===== src/rtl/msix_pkg.sv =====
package msix_pkg;

    localparam int WIN_AW = 12;

    typedef enum logic [1:0] {
        W_ADDR_LO = 2'd0,
        W_ADDR_HI = 2'd1,
        W_DATA    = 2'd2,
        W_CTRL    = 2'd3
    } word_sel_e;

    typedef struct packed {
        logic [63:0] addr;
        logic [31:0] data;
    } msg_t;

    // Target address of a message: low word bits 1:0 always cleared.
    function automatic logic [63:0] msg_addr_f(input logic [31:0] lo, input logic [31:0] hi);
        return {hi, lo & 32'hFFFF_FFFC};
    endfunction

endpackage


===== src/rtl/msix_vec_table.sv =====
module msix_vec_table
    import msix_pkg::*;
#(
    parameter int NUM_VEC = 8,
    parameter int VI_W    = $clog2(NUM_VEC)
) (
    input  logic              clk,
    input  logic              rst,
    input  logic              wr_en,
    input  logic [VI_W-1:0]   wr_vec,
    input  word_sel_e         wr_word,
    input  logic [31:0]       wr_data,
    input  logic [VI_W-1:0]   rd_vec,
    input  word_sel_e         rd_word,
    output logic [31:0]       rd_data,
    input  logic [VI_W-1:0]   iss_vec,
    output msg_t              iss_msg,
    output logic [NUM_VEC-1:0] mask_q
);

    logic [31:0] lo_q  [NUM_VEC];
    logic [31:0] hi_q  [NUM_VEC];
    logic [31:0] dat_q [NUM_VEC];
    logic [31:0] ctl_q [NUM_VEC];

    always_ff @(posedge clk) begin
        if (rst) begin
            for (int i = 0; i < NUM_VEC; i++) begin
                lo_q[i]  <= '0;
                hi_q[i]  <= '0;
                dat_q[i] <= '0;
                ctl_q[i] <= '0;
            end
        end else if (wr_en) begin
            case (wr_word)
                W_ADDR_LO: lo_q[wr_vec]  <= wr_data;
                W_ADDR_HI: hi_q[wr_vec]  <= wr_data;
                W_DATA:    dat_q[wr_vec] <= wr_data;
                default:   ctl_q[wr_vec] <= wr_data;
            endcase
        end
    end

    for (genvar g = 0; g < NUM_VEC; g++) begin : g_mask
        assign mask_q[g] = ctl_q[g][0];
    end

    always_comb begin
        case (rd_word)
            W_ADDR_LO: rd_data = lo_q[rd_vec];
            W_ADDR_HI: rd_data = hi_q[rd_vec];
            W_DATA:    rd_data = dat_q[rd_vec];
            default:   rd_data = ctl_q[rd_vec];
        endcase
    end

    always_comb begin
        iss_msg.addr = msg_addr_f(lo_q[iss_vec], hi_q[iss_vec]);
        iss_msg.data = dat_q[iss_vec];
    end

endmodule


===== src/rtl/msix_pend_ctl.sv =====
module msix_pend_ctl
    import msix_pkg::*;
#(
    parameter int NUM_VEC = 8,
    parameter int VI_W    = $clog2(NUM_VEC),
    parameter int IDX_W   = $clog2(NUM_VEC) + 1
) (
    input  logic               clk,
    input  logic               rst,
    input  logic               irq_vld,
    input  logic               irq_lvl,
    input  logic [IDX_W-1:0]   irq_idx,
    input  logic               func_en,
    input  logic               func_mask,
    input  logic               wr_en,
    input  logic [VI_W-1:0]    wr_vec,
    input  word_sel_e          wr_word,
    input  logic               wr_mask_bit,
    input  logic [NUM_VEC-1:0] mask_q,
    input  logic [NUM_VEC-1:0] grant,
    output logic [NUM_VEC-1:0] pend_q,
    output logic [NUM_VEC-1:0] send_q
);

    localparam logic [IDX_W-1:0] NV_I = IDX_W'(NUM_VEC);

    logic               irq_act;
    logic               replay_ok;
    logic [NUM_VEC-1:0] fire;
    logic [NUM_VEC-1:0] park;

    assign irq_act   = irq_vld && irq_lvl && func_en;
    assign replay_ok = func_en && !func_mask;

    for (genvar g = 0; g < NUM_VEC; g++) begin : g_vec
        logic hit_wr;
        logic mask_eff;
        logic irq_hit;
        logic replay;
        assign hit_wr   = wr_en && (wr_vec == VI_W'(g));
        // A control write in the same cycle decides the mask.
        assign mask_eff = (hit_wr && (wr_word == W_CTRL)) ? wr_mask_bit : mask_q[g];
        assign irq_hit  = irq_act && (irq_idx == IDX_W'(g));
        assign replay   = hit_wr && replay_ok && pend_q[g] && !mask_eff;
        assign fire[g]  = (irq_hit && !func_mask && !mask_eff) || replay;
        assign park[g]  = irq_hit && (func_mask || mask_eff);
    end

    always_ff @(posedge clk) begin
        if (rst) begin
            pend_q <= '0;
            send_q <= '0;
        end else begin
            pend_q <= (pend_q & ~fire) | park;
            send_q <= (send_q & ~grant) | fire;
        end
    end

    // a request under the function mask leaves its vector pending.
    assert_park_R6: assert property (@(posedge clk) disable iff (rst)
        (irq_vld && irq_lvl && func_en && func_mask && (irq_idx < NV_I))
        |=> pend_q[$past(irq_idx[VI_W-1:0])]);

    // a deassert request with no table write touches no pending bit.
    assert_deassert_ignored_R5: assert property (@(posedge clk) disable iff (rst)
        (irq_vld && !irq_lvl && !wr_en) |=> $stable(pend_q));

    // an unmasked request queues its vector and clears its pending bit.
    assert_fire_R7: assert property (@(posedge clk) disable iff (rst)
        (irq_vld && irq_lvl && func_en && !func_mask && !wr_en && (irq_idx < NV_I)
         && !mask_q[irq_idx[VI_W-1:0]])
        |=> (send_q[$past(irq_idx[VI_W-1:0])] && !pend_q[$past(irq_idx[VI_W-1:0])]));

endmodule


===== src/rtl/msix_msg_out.sv =====
module msix_msg_out
    import msix_pkg::*;
#(
    parameter int NUM_VEC = 8,
    parameter int VI_W    = $clog2(NUM_VEC)
) (
    input  logic               clk,
    input  logic               rst,
    input  logic [NUM_VEC-1:0] send_q,
    input  msg_t               iss_msg,
    output logic [VI_W-1:0]    iss_vec,
    output logic [NUM_VEC-1:0] grant,
    input  logic               msg_ready,
    output logic               msg_valid,
    output msg_t               msg_q
);

    logic found;
    logic take;

    // Lowest set index wins.
    always_comb begin
        iss_vec = '0;
        found   = 1'b0;
        for (int i = NUM_VEC - 1; i >= 0; i--) begin
            if (send_q[i]) begin
                iss_vec = VI_W'(i);
                found   = 1'b1;
            end
        end
    end

    assign take  = found && (!msg_valid || msg_ready);
    assign grant = take ? (NUM_VEC'(1) << iss_vec) : '0;

    always_ff @(posedge clk) begin
        if (rst) begin
            msg_valid <= 1'b0;
            msg_q     <= '0;
        end else if (take) begin
            msg_valid <= 1'b1;
            msg_q     <= iss_msg;
        end else if (msg_ready) begin
            msg_valid <= 1'b0;
        end
    end

    // a stalled message holds its fields.
    assert_hold_R9: assert property (@(posedge clk) disable iff (rst)
        (msg_valid && !msg_ready) |=> (msg_valid && $stable(msg_q)));

    // at most one vector granted per cycle.
    assert_single_grant_R10: assert property (@(posedge clk) disable iff (rst)
        $onehot0(grant));

endmodule


===== src/rtl/msix_dispatch.sv =====
module msix_dispatch
    import msix_pkg::*;
#(
    parameter int NUM_VEC = 8,
    parameter int IDX_W   = $clog2(NUM_VEC) + 1
) (
    input  logic               clk,
    input  logic               rst,
    input  logic               func_en,
    input  logic               func_mask,
    input  logic               mmio_req,
    input  logic               mmio_we,
    input  logic [WIN_AW-1:0]  mmio_addr,
    input  logic [2:0]         mmio_len,
    input  logic [31:0]        mmio_wdata,
    output logic               mmio_rvalid,
    output logic [31:0]        mmio_rdata,
    input  logic               irq_vld,
    input  logic               irq_lvl,
    input  logic [IDX_W-1:0]   irq_idx,
    output logic               msg_valid,
    input  logic               msg_ready,
    output logic [63:0]        msg_addr,
    output logic [31:0]        msg_data
);

    localparam int VI_W      = $clog2(NUM_VEC);
    localparam int PBA_WORDS = (NUM_VEC + 31) / 32;
    localparam int PBA_BITS  = PBA_WORDS * 32;
    localparam logic [6:0] SLOT_LIM = 7'(NUM_VEC);

    logic               acc_ok;
    logic [6:0]         slot;
    logic               slot_ok;
    logic [8:0]         pba_word;
    word_sel_e          word;
    logic               wr_en;
    logic [VI_W-1:0]    slot_vec;
    logic [31:0]        tbl_rd;
    logic [31:0]        pba_val;
    logic [31:0]        rdata_d;
    logic [NUM_VEC-1:0] mask_q;
    logic [NUM_VEC-1:0] pend_q;
    logic [NUM_VEC-1:0] send_q;
    logic [NUM_VEC-1:0] grant;
    logic [VI_W-1:0]    iss_vec;
    logic [PBA_BITS-1:0] pend_pad;
    msg_t               iss_msg;
    msg_t               msg_q;

    // Window decode: bit 11 selects the pending array.
    assign acc_ok   = (mmio_len == 3'd4) && (mmio_addr[1:0] == 2'b00);
    assign slot     = mmio_addr[10:4];
    assign slot_ok  = !mmio_addr[11] && (slot < SLOT_LIM);
    assign pba_word = mmio_addr[10:2];
    assign word     = word_sel_e'(mmio_addr[3:2]);
    assign slot_vec = slot[VI_W-1:0];
    assign wr_en    = mmio_req && mmio_we && acc_ok && slot_ok;
    assign pend_pad = PBA_BITS'(pend_q);

    msix_vec_table #(.NUM_VEC(NUM_VEC), .VI_W(VI_W)) i_table (
        .clk     (clk),
        .rst     (rst),
        .wr_en   (wr_en),
        .wr_vec  (slot_vec),
        .wr_word (word),
        .wr_data (mmio_wdata),
        .rd_vec  (slot_vec),
        .rd_word (word),
        .rd_data (tbl_rd),
        .iss_vec (iss_vec),
        .iss_msg (iss_msg),
        .mask_q  (mask_q)
    );

    msix_pend_ctl #(.NUM_VEC(NUM_VEC), .VI_W(VI_W), .IDX_W(IDX_W)) i_pend (
        .clk         (clk),
        .rst         (rst),
        .irq_vld     (irq_vld),
        .irq_lvl     (irq_lvl),
        .irq_idx     (irq_idx),
        .func_en     (func_en),
        .func_mask   (func_mask),
        .wr_en       (wr_en),
        .wr_vec      (slot_vec),
        .wr_word     (word),
        .wr_mask_bit (mmio_wdata[0]),
        .mask_q      (mask_q),
        .grant       (grant),
        .pend_q      (pend_q),
        .send_q      (send_q)
    );

    msix_msg_out #(.NUM_VEC(NUM_VEC), .VI_W(VI_W)) i_out (
        .clk       (clk),
        .rst       (rst),
        .send_q    (send_q),
        .iss_msg   (iss_msg),
        .iss_vec   (iss_vec),
        .grant     (grant),
        .msg_ready (msg_ready),
        .msg_valid (msg_valid),
        .msg_q     (msg_q)
    );

    assign msg_addr = msg_q.addr;
    assign msg_data = msg_q.data;

    always_comb begin
        pba_val = '0;
        for (int w = 0; w < PBA_WORDS; w++) begin
            if (pba_word == 9'(w)) pba_val = pend_pad[w*32 +: 32];
        end
    end

    always_comb begin
        if (!acc_ok)             rdata_d = '0;
        else if (mmio_addr[11])  rdata_d = pba_val;
        else if (slot_ok)        rdata_d = tbl_rd;
        else                     rdata_d = '0;
    end

    always_ff @(posedge clk) begin
        if (rst) begin
            mmio_rvalid <= 1'b0;
            mmio_rdata  <= '0;
        end else begin
            mmio_rvalid <= mmio_req && !mmio_we;
            if (mmio_req && !mmio_we) mmio_rdata <= rdata_d;
        end
    end

    // read data is returned on the following cycle.
    assert_read_latency_R2: assert property (@(posedge clk) disable iff (rst)
        (mmio_req && !mmio_we) |=> mmio_rvalid);

    // writes into the pending-array region do not alter it.
    assert_pba_readonly_R4: assert property (@(posedge clk) disable iff (rst)
        (mmio_req && mmio_we && mmio_addr[11] && !irq_vld) |=> $stable(pend_q));

endmodule


===== config.mk =====
export PLATFORM = sky130hd
export DESIGN_NAME = msix_dispatch
export DESIGN_NICKNAME = d
export VERILOG_FILES = /design/src/rtl/msix_pkg.sv /design/src/rtl/msix_vec_table.sv /design/src/rtl/msix_pend_ctl.sv /design/src/rtl/msix_msg_out.sv /design/src/rtl/msix_dispatch.sv
export SDC_FILE = /design/constraint.sdc
export NUM_CORES = 2
export LEC_CHECK = 0
export BUFFER_PORTS_ARGS = -buffer_cell sky130_fd_sc_hd__buf_2
export CAP_MARGIN = 20
export CELL_PAD_IN_SITES_DETAIL_PLACEMENT = 0
export CELL_PAD_IN_SITES_GLOBAL_PLACEMENT = 1
export CORE_UTILIZATION = 48
export DETAILED_ROUTE_END_ITERATION = 10
export PLACE_DENSITY = 0.87
export SYNTH_ARGS = -nofsm -noshare
export SYNTH_HDL_FRONTEND = slang
export SYNTH_HIERARCHICAL = 1
export SYNTH_SLANG_ARGS = --single-unit

===== constraint.sdc =====
create_clock -name clk -period 3.15 [get_ports clk]
set_clock_uncertainty 0.15 [all_clocks]
set_input_delay 0.4725 -clock clk [delete_from_list [all_inputs] [get_ports clk]]
set_output_delay 0.4725 -clock clk [all_outputs]
set_load 0.01 [all_outputs]

==> results.json <==
{
  "end_kind": "flip-flop",
  "crit_type": "reg2reg",
  "ir_drop_mv": 0.5471,
  "cap_viol_max_count": 0,
  "dieArea_mm2": 0.1227,
  "fmax_ghz": 0.3334,
  "drc": 0,
  "finalSetupViolCount": 0,
  "crit_arrival_ps": 3440,
  "start_util_pct": 48.47,
  "ys_types": 65,
  "synth_area_per_cell_um2": 13.99,
  "cts.sinks": 1170,
  "die_x_um": 350.3,
  "cp_slowest_stage_delay_ps": 510,
  "via_count": 37275,
  "synthArstFlopShare_pct": 0,
  "htree_levels": 4,
  "required_ps": 3590,
  "yosys_register_bits": 1170,
  "antenna_found_initial": 17,
  "dpl_cell_area_mm2": 0.06257,
  "root_buffer": "clkbuf_16",
  "crit_chain": "nor2b_1, o21bai_1, a221oi_4, buf_12, buf_12, mux4_2, mux2_2, nand2_1, a21oi_1",
  "p_leak_nw": 23.75,
  "timing.critical_path.mode_cell": "buf_12",
  "grt_max_degree": 68,
  "grt_overflow": 0,
  "rows": 127,
  "area_delta_synth_final_pct": 14.48,
  "outcome": "complete, no violations",
  "cp_slowest_cell": "mux4_2",
  "ios": 190,
  "hold_violations": 0,
  "slew_violations": 0,
  "synth_top_flop_cell": "edfxtp_1",
  "synthCells": 4161,
  "relSlewSlack_pct": 25.44,
  "post-route-period-util_pct": 95.21,
  "clk_latency_ps": 760,
  "cts_buffers": 130,
  "wl_um": 177200,
  "tightest_slew_ps": 1116,
  "grt_pass1_wl_um": 253900,
  "clockBufferDepth": 3,
  "synth_edf_count": 1024,
  "cp_max_fo": 16,
  "p_total_mw": 35.39,
  "cts_tree": "yes",
  "rsz0062_at_grt": "no",
  "synth_area_mm2": 0.05823,
  "final_cell_area_mm2": 0.06666,
  "gp_congestion": 0.8930,
  "initialDrtViolationCount": 4534,
  "p_per_area_mw_per_mm2": 530.8,
  "startpoint_type": "flip-flop",
  "clkTransAtPathRegs_ps": 60,
  "critPathBufInv": 2,
  "track_usage_pct": 28.83,
  "whs_ps": 57.99,
  "crit_family": "multiplexers",
  "first_pass_iters": 5,
  "drive_gt1_share_pct": 26.13,
  "die_y_um": 350.3,
  "io_buffers": 189,
  "core_mm2": 0.1201,
  "ys_seq_area_share_pct": 57.83,
  "wl_per_cell_um": 29.29,
  "dpl.hpwl_um": 114100,
  "final_cell_mix": "1,028 x and2_1, 1,024 x edfxtp_1, 316 x mux4_2",
  "fin_crit_ps": 2999,
  "nets": 4391,
  "post_cts_buffers": 0,
  "yosysWarnings": 6,
  "via_per_inst": 6.161,
  "final_antenna_net_count": 0,
  "layout_commonest_cell": "and2_1",
  "grt_pass1_vias": 37159,
  "cts_resized": 0,
  "fin_tns_setup_ps": 0,
  "holdCritPathClass": "in2reg"
}
cell type report:
class                           count  area (um^2)
Fill cell                        9532        53470
Sequential cell                  1170        33670
Multi-Input combinational cell   2570        22770
Timing Repair Buffer              450         4149
Clock buffer                      177         3551
Tap cell                         1612         2017
Clock inverter                     59        462.9
Inverter                            9        33.78
Antenna cell                        3        7.507
through the flow:
step	std cells	setup slack (ps)	util, %
detailed placement	5804	1.639	52.09
finish	6050	150.8	55.49
global route	6049	36.75	55.49
floorplan	4162	12.48	-
CTS	6047	179.8	55.49
global placement	5804	36.04	52.09
state kept, by name, summed over array words and instances (netlist names):
| name | cells |
|---|---|
| i_table/lo_q | 256 |
| i_table/dat_q | 256 |
| i_out/msg_q | 96 |
| i_pend/pend_q | 8 |
| i_out/msg_valid | 1 |
| i_table/ctl_q | 256 |
| mmio_rdata | 32 |
| i_pend/send_q | 8 |
| mmio_rvalid | 1 |
| i_table/hi_q | 256 |
metal layers:
layer  GRT usage (%)  routed length [um]  up-vias  share of wire (%)
li1                -                   -    15817                  -
met1           37.41               65860    18814                 37
met2           45.47               82190     2203                 46
met3           6.659               19760      423                 11
met4           14.70                9254       18                5.2
met5               0                 125        -              0.071
cells in the mapped netlist (all sizes together), types with 3 or more instances:
library cell	instances	area (um^2)
a32oi	34	297.8
a21oi	107	535.5
or2	34	212.7
nand2	197	739.5
clkbuf	294	1107
nor4b	5	50.04
edfxtp	1024	30750
a22o	32	280.3
mux2i	290	2903
mux2	126	1419
a32o	8	80.08
nor3b	3	22.52
nor2b	18	112.6
o21ai	39	195.2
mux4	316	7117
nand2b	8	57.55
nand3b	5	37.54
or3	5	31.28
nand4b	6	58.80
nor4	3	40.04
and4bb	5	62.56
nand3	72	360.4
and4	3	26.28
buf	119	828.3
a22oi	128	960.9
inv	9	33.78
or3b	3	26.28
dfxtp	146	2923
nor2	50	192.7
and2	1029	6437
o211ai	7	57.55
nor3	8	40.04
a21o	8	60.06
power by group:
part	switching, mW	leakage, nW	total (mW)	internal, mW
Sequential	0.329	10.9	17.8	17.5
Combinational	1.81	10.9	3.04	1.23
Clock	6.31	1.95	14.5	8.20
Total	8.46	23.7	35.4	26.9
cells by family after synthesis:
kind of cell | Yosys count | synth area share [%]
other | 1 | 0.006440
muxes | 732 | 19.64
and+or+nand+nor | 1465 | 14.78
buffers and inverters | 422 | 3.382
AOI/OAI and AO/OA | 371 | 4.358
DFF | 1170 | 57.83
worst min-delay path, stage by stage:
cell and delay [ps]:
buf_2 110, nor2_1 90, a32o_1 230
what timing repair did:
action / in CTS / in global routing
hold endpoints to repair: 10 / 0
endpoints found under the setup margin: 0 / 0
hold buffers: 7 / 0
worst paths after layout:
path	slack, ps	end	startpoint	cells after the start
worst max-delay path	150	i_out/msg_q[94]$_SDFFE_PP0P_	i_pend/send_q[7]$_SDFF_PP0_	9
worst min register to register	300	i_out/msg_q[40]$_SDFFE_PP0P_	i_out/msg_q[40]$_SDFFE_PP0P_	2
worst min-delay path	60	i_pend/pend_q[2]$_SDFF_PP0_	irq_idx[0]	3
worst max register to register	150	i_out/msg_q[94]$_SDFFE_PP0P_	i_pend/send_q[7]$_SDFF_PP0_	9
(Power assumes the default switching activity.)
